**src/rtl/ddr_cmd_pkg.sv**
```systemverilog
package ddr_cmd_pkg;

  localparam int BANKS = 4;
  localparam int BA_W  = $clog2(BANKS);

  typedef enum logic [3:0] {
    CMD_DESEL   = 4'd0,
    CMD_NOP     = 4'd1,
    CMD_MRS     = 4'd2,
    CMD_EMRS    = 4'd3,
    CMD_REF     = 4'd4,
    CMD_SREF_IN = 4'd5,
    CMD_PDN_IN  = 4'd6,
    CMD_LP_EXIT = 4'd7,
    CMD_PRE     = 4'd8,
    CMD_PREA    = 4'd9,
    CMD_ACT     = 4'd10,
    CMD_WR      = 4'd11,
    CMD_RD      = 4'd12,
    CMD_BST     = 4'd13
  } cmd_e;

  typedef enum logic [2:0] {
    ERR_NONE     = 3'd0,
    ERR_NOT_IDLE = 3'd1,
    ERR_MODE_GAP = 3'd2,
    ERR_ROW_OPEN = 3'd3,
    ERR_ROW_IDLE = 3'd4,
    ERR_WR_BUSY  = 3'd5
  } err_e;

  // Strobes from the rule control to the state datapath
  typedef struct packed {
    logic             accept;
    logic             openEn;
    logic [BANKS-1:0] closeMask;
    err_e             err;
  } strobe_t;

endpackage

```
**src/rtl/ddr_cmd_decode.sv**
```systemverilog
module ddr_cmd_decode
  import ddr_cmd_pkg::*;
(
  input  logic            ckePrev,
  input  logic            ckeCur,
  input  logic            csN,
  input  logic            rasN,
  input  logic            casN,
  input  logic            weN,
  input  logic [BA_W-1:0] ba,
  input  logic            a10,
  output cmd_e            cmd,
  output logic [BA_W-1:0] bank,
  output logic            autoPre
);

  logic [2:0] strobes;
  logic       refCode;

  assign strobes = {rasN, casN, weN};
  assign refCode = !csN && (strobes == 3'b001);

  always_comb begin
    cmd = CMD_NOP;
    if (ckePrev && !ckeCur) begin
      cmd = refCode ? CMD_SREF_IN : CMD_PDN_IN;
    end else if (!ckePrev && ckeCur) begin
      cmd = CMD_LP_EXIT;
    end else if (!ckePrev && !ckeCur) begin
      cmd = CMD_NOP;
    end else if (csN) begin
      cmd = CMD_DESEL;
    end else begin
      unique case (strobes)
        3'b000:  cmd = ba[0] ? CMD_EMRS : CMD_MRS;
        3'b001:  cmd = CMD_REF;
        3'b010:  cmd = a10 ? CMD_PREA : CMD_PRE;
        3'b011:  cmd = CMD_ACT;
        3'b100:  cmd = CMD_WR;
        3'b101:  cmd = CMD_RD;
        3'b110:  cmd = CMD_BST;
        default: cmd = CMD_NOP;
      endcase
    end
  end

  always_comb begin
    bank    = '0;
    autoPre = 1'b0;
    if (cmd inside {CMD_ACT, CMD_RD, CMD_WR, CMD_PRE}) bank = ba;
    if (cmd inside {CMD_RD, CMD_WR}) autoPre = a10;
  end

endmodule

```
**src/rtl/ddr_rule_ctrl.sv**
```systemverilog
module ddr_rule_ctrl
  import ddr_cmd_pkg::*;
#(
  parameter int MRS_GAP = 2,
  parameter int MAX_BL  = 8
) (
  input  logic             clk,
  input  logic             rst_n,
  input  cmd_e             cmd,
  input  logic [BA_W-1:0]  bank,
  input  logic             autoPre,
  input  logic [2:0]       modeBits,
  input  logic [BANKS-1:0] bankOpen,
  output strobe_t          strb
);

  localparam int GAP_W = $clog2(MRS_GAP + 1);
  localparam int WIN_W = $clog2(MAX_BL / 2 + 1);

  logic [GAP_W-1:0] gapCnt;
  logic [WIN_W-1:0] winCnt;
  logic [WIN_W-1:0] blHalf;
  logic [BA_W-1:0]  winBank;

  logic isQuiet, isRw, needIdle, isMode, winLast;
  err_e errSel;

  assign isQuiet  = cmd inside {CMD_DESEL, CMD_NOP};
  assign isRw     = cmd inside {CMD_RD, CMD_WR};
  assign needIdle = cmd inside {CMD_MRS, CMD_EMRS, CMD_REF, CMD_SREF_IN};
  assign isMode   = cmd inside {CMD_MRS, CMD_EMRS};
  assign winLast  = (winCnt == WIN_W'(1));

  // Rule priority: mode gap, then write window, then bank state
  always_comb begin
    errSel = ERR_NONE;
    if (!isQuiet && gapCnt != '0)           errSel = ERR_MODE_GAP;
    else if (isRw && winCnt != '0)          errSel = ERR_WR_BUSY;
    else if (needIdle && (|bankOpen))       errSel = ERR_NOT_IDLE;
    else if (cmd == CMD_ACT && bankOpen[bank]) errSel = ERR_ROW_OPEN;
    else if (isRw && !bankOpen[bank])       errSel = ERR_ROW_IDLE;
  end

  always_comb begin
    strb.err       = errSel;
    strb.accept    = (errSel == ERR_NONE);
    strb.openEn    = strb.accept && (cmd == CMD_ACT);
    strb.closeMask = '0;
    if (strb.accept) begin
      if (cmd == CMD_PREA)                  strb.closeMask = '1;
      else if (cmd == CMD_PRE)              strb.closeMask[bank] = 1'b1;
      else if (cmd == CMD_RD && autoPre)    strb.closeMask[bank] = 1'b1;
    end
    if (winLast) strb.closeMask[winBank] = 1'b1;
  end

  // Mode-register gap timer
  always_ff @(posedge clk or negedge rst_n) begin
    if (!rst_n) begin
      gapCnt <= '0;
    end else if (strb.accept && isMode) begin
      gapCnt <= GAP_W'(MRS_GAP);
    end else if (gapCnt != '0) begin
      gapCnt <= gapCnt - GAP_W'(1);
    end
  end

  // Burst length held as half-length in clocks
  always_ff @(posedge clk or negedge rst_n) begin
    if (!rst_n) begin
      blHalf <= WIN_W'(1);
    end else if (strb.accept && cmd == CMD_MRS) begin
      unique case (modeBits)
        3'b001:  blHalf <= WIN_W'(1);
        3'b010:  blHalf <= WIN_W'(2);
        3'b011:  blHalf <= WIN_W'(4);
        default: blHalf <= blHalf;
      endcase
    end
  end

  // Write-with-auto-precharge blocking window
  always_ff @(posedge clk or negedge rst_n) begin
    if (!rst_n) begin
      winCnt  <= '0;
      winBank <= '0;
    end else if (strb.accept && cmd == CMD_WR && autoPre) begin
      winCnt  <= blHalf;
      winBank <= bank;
    end else if (winCnt != '0) begin
      winCnt <= winCnt - WIN_W'(1);
    end
  end

  a_r8_gap_bounded: assert property (@(posedge clk) disable iff (!rst_n)
    gapCnt <= GAP_W'(MRS_GAP));

  a_r8_gap_counts_down: assert property (@(posedge clk) disable iff (!rst_n)
    (gapCnt != '0) |=> (gapCnt == $past(gapCnt) - GAP_W'(1)));

  a_r9_bl_onehot: assert property (@(posedge clk) disable iff (!rst_n)
    $countones(blHalf) == 1);

  a_r10_window_bounded: assert property (@(posedge clk) disable iff (!rst_n)
    winCnt <= WIN_W'(MAX_BL / 2));

endmodule

```
**src/rtl/ddr_bank_path.sv**
```systemverilog
module ddr_bank_path
  import ddr_cmd_pkg::*;
(
  input  logic             clk,
  input  logic             rst_n,
  input  strobe_t          strb,
  input  cmd_e             cmd,
  input  logic [BA_W-1:0]  bank,
  input  logic             autoPre,
  output cmd_e             cmdQ,
  output logic [BA_W-1:0]  bankQ,
  output logic             autoPreQ,
  output logic             illegalQ,
  output err_e             errQ,
  output logic [BANKS-1:0] openQ
);

  logic [BANKS-1:0] openBit;
  logic [BANKS-1:0] openNext;

  assign openBit  = strb.openEn ? ({{(BANKS-1){1'b0}}, 1'b1} << bank) : '0;
  assign openNext = (openQ & ~strb.closeMask) | openBit;

  always_ff @(posedge clk or negedge rst_n) begin
    if (!rst_n) begin
      openQ <= '0;
    end else begin
      openQ <= openNext;
    end
  end

  always_ff @(posedge clk or negedge rst_n) begin
    if (!rst_n) begin
      cmdQ     <= CMD_DESEL;
      bankQ    <= '0;
      autoPreQ <= 1'b0;
      illegalQ <= 1'b0;
      errQ     <= ERR_NONE;
    end else begin
      cmdQ     <= cmd;
      bankQ    <= bank;
      autoPreQ <= autoPre;
      illegalQ <= !strb.accept;
      errQ     <= strb.err;
    end
  end

  a_r14_flag_matches_code: assert property (@(posedge clk) disable iff (!rst_n)
    illegalQ == (errQ != ERR_NONE));

  a_r14_reject_opens_nothing: assert property (@(posedge clk) disable iff (!rst_n)
    illegalQ |-> ((openQ & ~$past(openQ)) == '0));

  a_r4_act_leaves_open: assert property (@(posedge clk) disable iff (!rst_n)
    (cmdQ == CMD_ACT && !illegalQ) |-> openQ[bankQ]);

  a_r6_prea_all_idle: assert property (@(posedge clk) disable iff (!rst_n)
    (cmdQ == CMD_PREA && !illegalQ) |-> (openQ == '0));

  a_r13_bst_only_gap: assert property (@(posedge clk) disable iff (!rst_n)
    (cmdQ == CMD_BST) |-> (errQ inside {ERR_NONE, ERR_MODE_GAP}));

  a_r3_ap_only_rw: assert property (@(posedge clk) disable iff (!rst_n)
    autoPreQ |-> (cmdQ inside {CMD_RD, CMD_WR}));

endmodule

```
**src/rtl/ddr_cmd_monitor.sv**
```systemverilog
module ddr_cmd_monitor
  import ddr_cmd_pkg::*;
#(
  parameter int MRS_GAP = 2,
  parameter int MAX_BL  = 8
) (
  input  logic        clk,
  input  logic        rst_n,
  input  logic        ckePrev,
  input  logic        ckeCur,
  input  logic        csN,
  input  logic        rasN,
  input  logic        casN,
  input  logic        weN,
  input  logic [1:0]  ba,
  input  logic        a10,
  input  logic [2:0]  modeBits,
  output logic [3:0]  cmdOut,
  output logic [1:0]  bankOut,
  output logic        autoPreOut,
  output logic        illegal,
  output logic [2:0]  errCode,
  output logic [3:0]  bankOpen
);

  cmd_e             cmdDec;
  logic [BA_W-1:0]  bankDec;
  logic             apDec;
  strobe_t          strb;
  cmd_e             cmdQ;
  err_e             errQ;
  logic [BANKS-1:0] openQ;

  ddr_cmd_decode u_decode (
    .ckePrev (ckePrev),
    .ckeCur  (ckeCur),
    .csN     (csN),
    .rasN    (rasN),
    .casN    (casN),
    .weN     (weN),
    .ba      (ba),
    .a10     (a10),
    .cmd     (cmdDec),
    .bank    (bankDec),
    .autoPre (apDec)
  );

  ddr_rule_ctrl #(
    .MRS_GAP (MRS_GAP),
    .MAX_BL  (MAX_BL)
  ) u_ctrl (
    .clk      (clk),
    .rst_n    (rst_n),
    .cmd      (cmdDec),
    .bank     (bankDec),
    .autoPre  (apDec),
    .modeBits (modeBits),
    .bankOpen (openQ),
    .strb     (strb)
  );

  ddr_bank_path u_path (
    .clk      (clk),
    .rst_n    (rst_n),
    .strb     (strb),
    .cmd      (cmdDec),
    .bank     (bankDec),
    .autoPre  (apDec),
    .cmdQ     (cmdQ),
    .bankQ    (bankOut),
    .autoPreQ (autoPreOut),
    .illegalQ (illegal),
    .errQ     (errQ),
    .openQ    (openQ)
  );

  assign cmdOut   = cmdQ;
  assign errCode  = errQ;
  assign bankOpen = openQ;

endmodule

```
**config.mk**
```make
export PLATFORM = sky130hd
export DESIGN_NAME = ddr_cmd_monitor
export DESIGN_NICKNAME = d
export VERILOG_FILES = /design/src/rtl/ddr_cmd_pkg.sv /design/src/rtl/ddr_cmd_decode.sv /design/src/rtl/ddr_rule_ctrl.sv /design/src/rtl/ddr_bank_path.sv /design/src/rtl/ddr_cmd_monitor.sv
export SDC_FILE = /design/constraint.sdc
export NUM_CORES = 1
export LEC_CHECK = 0
export CAP_MARGIN = 15
export CORE_MARGIN = 2
export CORE_UTILIZATION = 34
export DETAILED_ROUTE_END_ITERATION = 6
export SLEW_MARGIN = 10
export SYNTH_ARGS = -nofsm -noshare
export SYNTH_HDL_FRONTEND = slang
export SYNTH_SLANG_ARGS = --single-unit
```
**constraint.sdc**
```tcl
create_clock -name clk -period 3.5 [get_ports clk]
set_input_delay 0.7 -clock clk [delete_from_list [all_inputs] [get_ports clk]]
set_output_delay 0.7 -clock clk [all_outputs]
set_load 0.1 [all_outputs]
```
==> results.md <==
- Status: finished, final reports clean
- Pwr per Cell Area: 494 mW/mm2
- Share of layout cells above drive strength 1: 13.0%
- Worst-Skew Late Latency: 0.27 ns
- Hold_buf cts: 0
- Int Pwr: 0.585 mW
- First DRT Iteration DRCs: 131
- Clock Tree Root: clkbuf_8
- Via-to-Cell Ratio: 5.40
- R2R depth: 5
- Max clock buf depth: 2
- Clk sinks: 25
- Sum Neg Setup Slack: 0 ns
- Number of flops mapped to enable cells by yosys: 0
- Least-Margin Pin Slew: 0.967 ns
- Core Area: 0.00463 mm2
- WL final: 3.57 mm
- Clock share of power: 17.4%
- Worst hold-check path type: reg2reg
- Die ar.: 0.00529 mm2
- Initial core utilization: 34.7%
- Clock Skew: between 0.004 and 0.005 ns
- Final hold violation count: 0
- R2R Path End: u_ctrl.blHalf[1]
- Worst r2r src: u_path.openQ[0]
- I/O Buffers: 28
- Setup crit start kind: primary input
- FMAX: 0.342 GHz
- Reg power frac: 37.4%
- FF+latch area: between 600 and 700 um2
- Tcrit/Tclk final: a little over four fifths
- Arr. time, crit path: 3.09 ns
- Syn_nets: 191
- Crit end category: flop
- I/O pin count: 29
- Max-Cap Viols: 0
- Antenna diode count: 0
- Synth Warn #: 0
- Synthesized area per cell: approximately 9.3 um2
- Fill count: 470
- Post-route ant nets: 0
- First-pass GRT wire length: 6.00 mm
- Hold path startpoint: u_ctrl.blHalf[0]
- Critical path startpoint: weN
- Reg2Reg Setup Slack: 1.06 ns
- Hold Path End: u_ctrl.blHalf[0]
- Area growth, synth to finish: 23.3%
- Sw Share: 40.2%
- CTS tree: done
- Via Count: 1,372
- Die X: between 70 and 80 um
- Multi-input combinational cell area: 870 um2
- Synthesized flop and latch total: 25
- Primary FF master, synth: dfrtp_1
- Final net count: 219
- Switch Pwr: 0.393 mW
- CTS Buf Count: 3
- Pre-CTS WS: 0.281 ns
- DRC Markers: 0
- Post-cts repair resize count: 0
- Mapped Area: 0.00161 mm2
- Hold path cells: 2
- DP HPWL: 2.79 mm
- Post-layout minimum cycle time: 2.92 ns
- Wire per inst: between 10 and 15 um
- Synth Instances: between 150 and 200
- Ys async rst share: between 90% and 100%
- Setup Viol. Count Final: 0
- Max IR drop VDD: 0.179 mV
- Clock transition at the registers of the reported paths: 0.09 ns
- # rows: 25
- Pre-antenna DRT Iters: 4
- Post-route cell area: 0.00198 mm2
- Worst Path Required: about 3.7 ns
- Grt ovf: 0
- Largest net degree at the start of global routing: 26
- Placement Cell Area: approximately 0.0019 mm2
- Initial antenna violation count: 0
- Postcts setup bufs: 0
- CP Max Fanout: 10
- Critical path class: in2reg
- Slew HR: 35.4%
- Power share of the combinational group: 45.1%
- Vias in the first global route: 1,298
- Setup ws final: approximately 0.58 ns
- Lkg Pwr: 0.839 nW
- H-tree levels: 1
- Die Span Y: a little over 70 um
- Gp weighted congestion: 0.861
- GRT Total Usage: 14.6%
- Netlist cell types: 52
- RSZ-0062 raised after global routing: no
- Register area share after synthesis: 39.0%
- Final Max Tran Viols: 0
metrics by stage:
stage	power, mW	hold WS, ns	cells	utilization [%]
6_report	0.979	0.478	254	42.8
5_1_grt	1.05	0.545	254	42.8
4_1_cts	0.992	0.487	254	42.8
3_5_place_dp	0.818	0.473	250	41.8
3_3_place_gp	0.814	0.469	250	41.8
2_1_floorplan	0.705	0.404	173	-
placed cells by master (no fill, tap or decap), drive strengths merged, types with 3 or more instances in the layout:
cell type / synthesis / final
dfrtp: 24 / 24
ha: 4 / 4
o31ai: 4 / 4
nand4b: 3 / 3
o211ai: 3 / 3
nand2: 18 / 18
o21ai: 11 / 11
clkbuf: 4 / 3
buf: 6 / 6
and2: 3 / 3
o221ai: 3 / 3
nand3: 6 / 6
a21o: 4 / 4
nand4: 5 / 5
nor2: 12 / 12
or2: 4 / 4
clkdlybuf4s50: 0 / 27
inv: 15 / 15
a31oi: 3 / 3
nand2b: 3 / 3
or4: 3 / 3
a21oi: 4 / 4
nor3: 3 / 3
critical path, cell delays in order:
cell and delay, ns:
clkdlybuf4s50_1 0.66, or4b_4 0.54, a31oi_2 0.34, nand4_1 0.23, or2_4 0.31, mux2_4 0.29
metal layers:
metal | wire, um | up-vias | GRT usage (%) | part of all wire [%]
li1 | - | 681 | - | -
met1 | 1670 | 642 | 20.9 | 47
met2 | 1650 | 44 | 22.2 | 46
met3 | 180 | 5 | 1.38 | 5.0
met4 | 79 | 0 | 6.38 | 2.2
met5 | 0 | - | 0 | 0
state kept, by name, indices dropped and copies added, names as in the netlist:
register,count
u_ctrl.blHalf,3
u_ctrl.gapCnt,2
u_ctrl.winBank,2
u_ctrl.winCnt,3
u_path.autoPreQ,1
u_path.bankQ,2
u_path.cmdQ,4
u_path.errQ,3
u_path.illegalQ,1
u_path.openQ,4
how the worst max path moves through the flow:
stage                                  end  slack (ns)  cells past startpoint
final                     u_ctrl.winCnt[2]        0.58                      6
after detailed placement  u_ctrl.winCnt[2]        0.28                      6
after global routing       u_path.openQ[3]        0.47                      7
after floorplan           u_ctrl.blHalf[1]        0.92                      6
after global placement    u_ctrl.winCnt[1]        0.29                      6
after CTS                 u_ctrl.winCnt[2]        0.58                      6
kinds of logic after synthesis:
group           Yosys count  synth area share, %
compound gates           44                 21.9
xor+xnor                  1                0.545
fa+ha+maj                 4                 3.11
buf+inv                  25                 6.93
flops                    25                 39.0
mux                       4                 3.11
simple gates             70                 25.4
power by group through the flow:
stage	Clock, mW	Sequential [mW]	Combinational (mW)
after global routing	0.193	0.374	0.487
final	0.171	0.366	0.442
after global placement	0	0.372	0.442
after CTS	0.179	0.367	0.446
after floorplan	0	0.481	0.224
after detailed placement	0	0.373	0.445
synthesized netlist by cell type (all sizes together) (4+ instances only):
library cell,number,share of area [%]
buf,6,2.4
a21o,4,1.9
nand3,6,1.9
ha,4,3.1
clkbuf,4,1.0
o21ai,11,3.7
inv,15,3.5
dfrtp,24,37
a21oi,4,1.2
o31ai,4,1.9
nand2,18,4.7
nand4,5,1.9
or2,4,1.7
nor2,12,2.8
cell type report:
type                            instances  area share (%)
Clock buffer                            3            2.08
Tap cell                               54            3.41
Clock inverter                          1           0.253
Timing Repair Buffer                   33            15.9
Inverter                               15            2.84
Sequential cell                        25            31.6
Multi-Input combinational cell        123            43.9
Note: power is estimated with default switching activity, not from simulation.
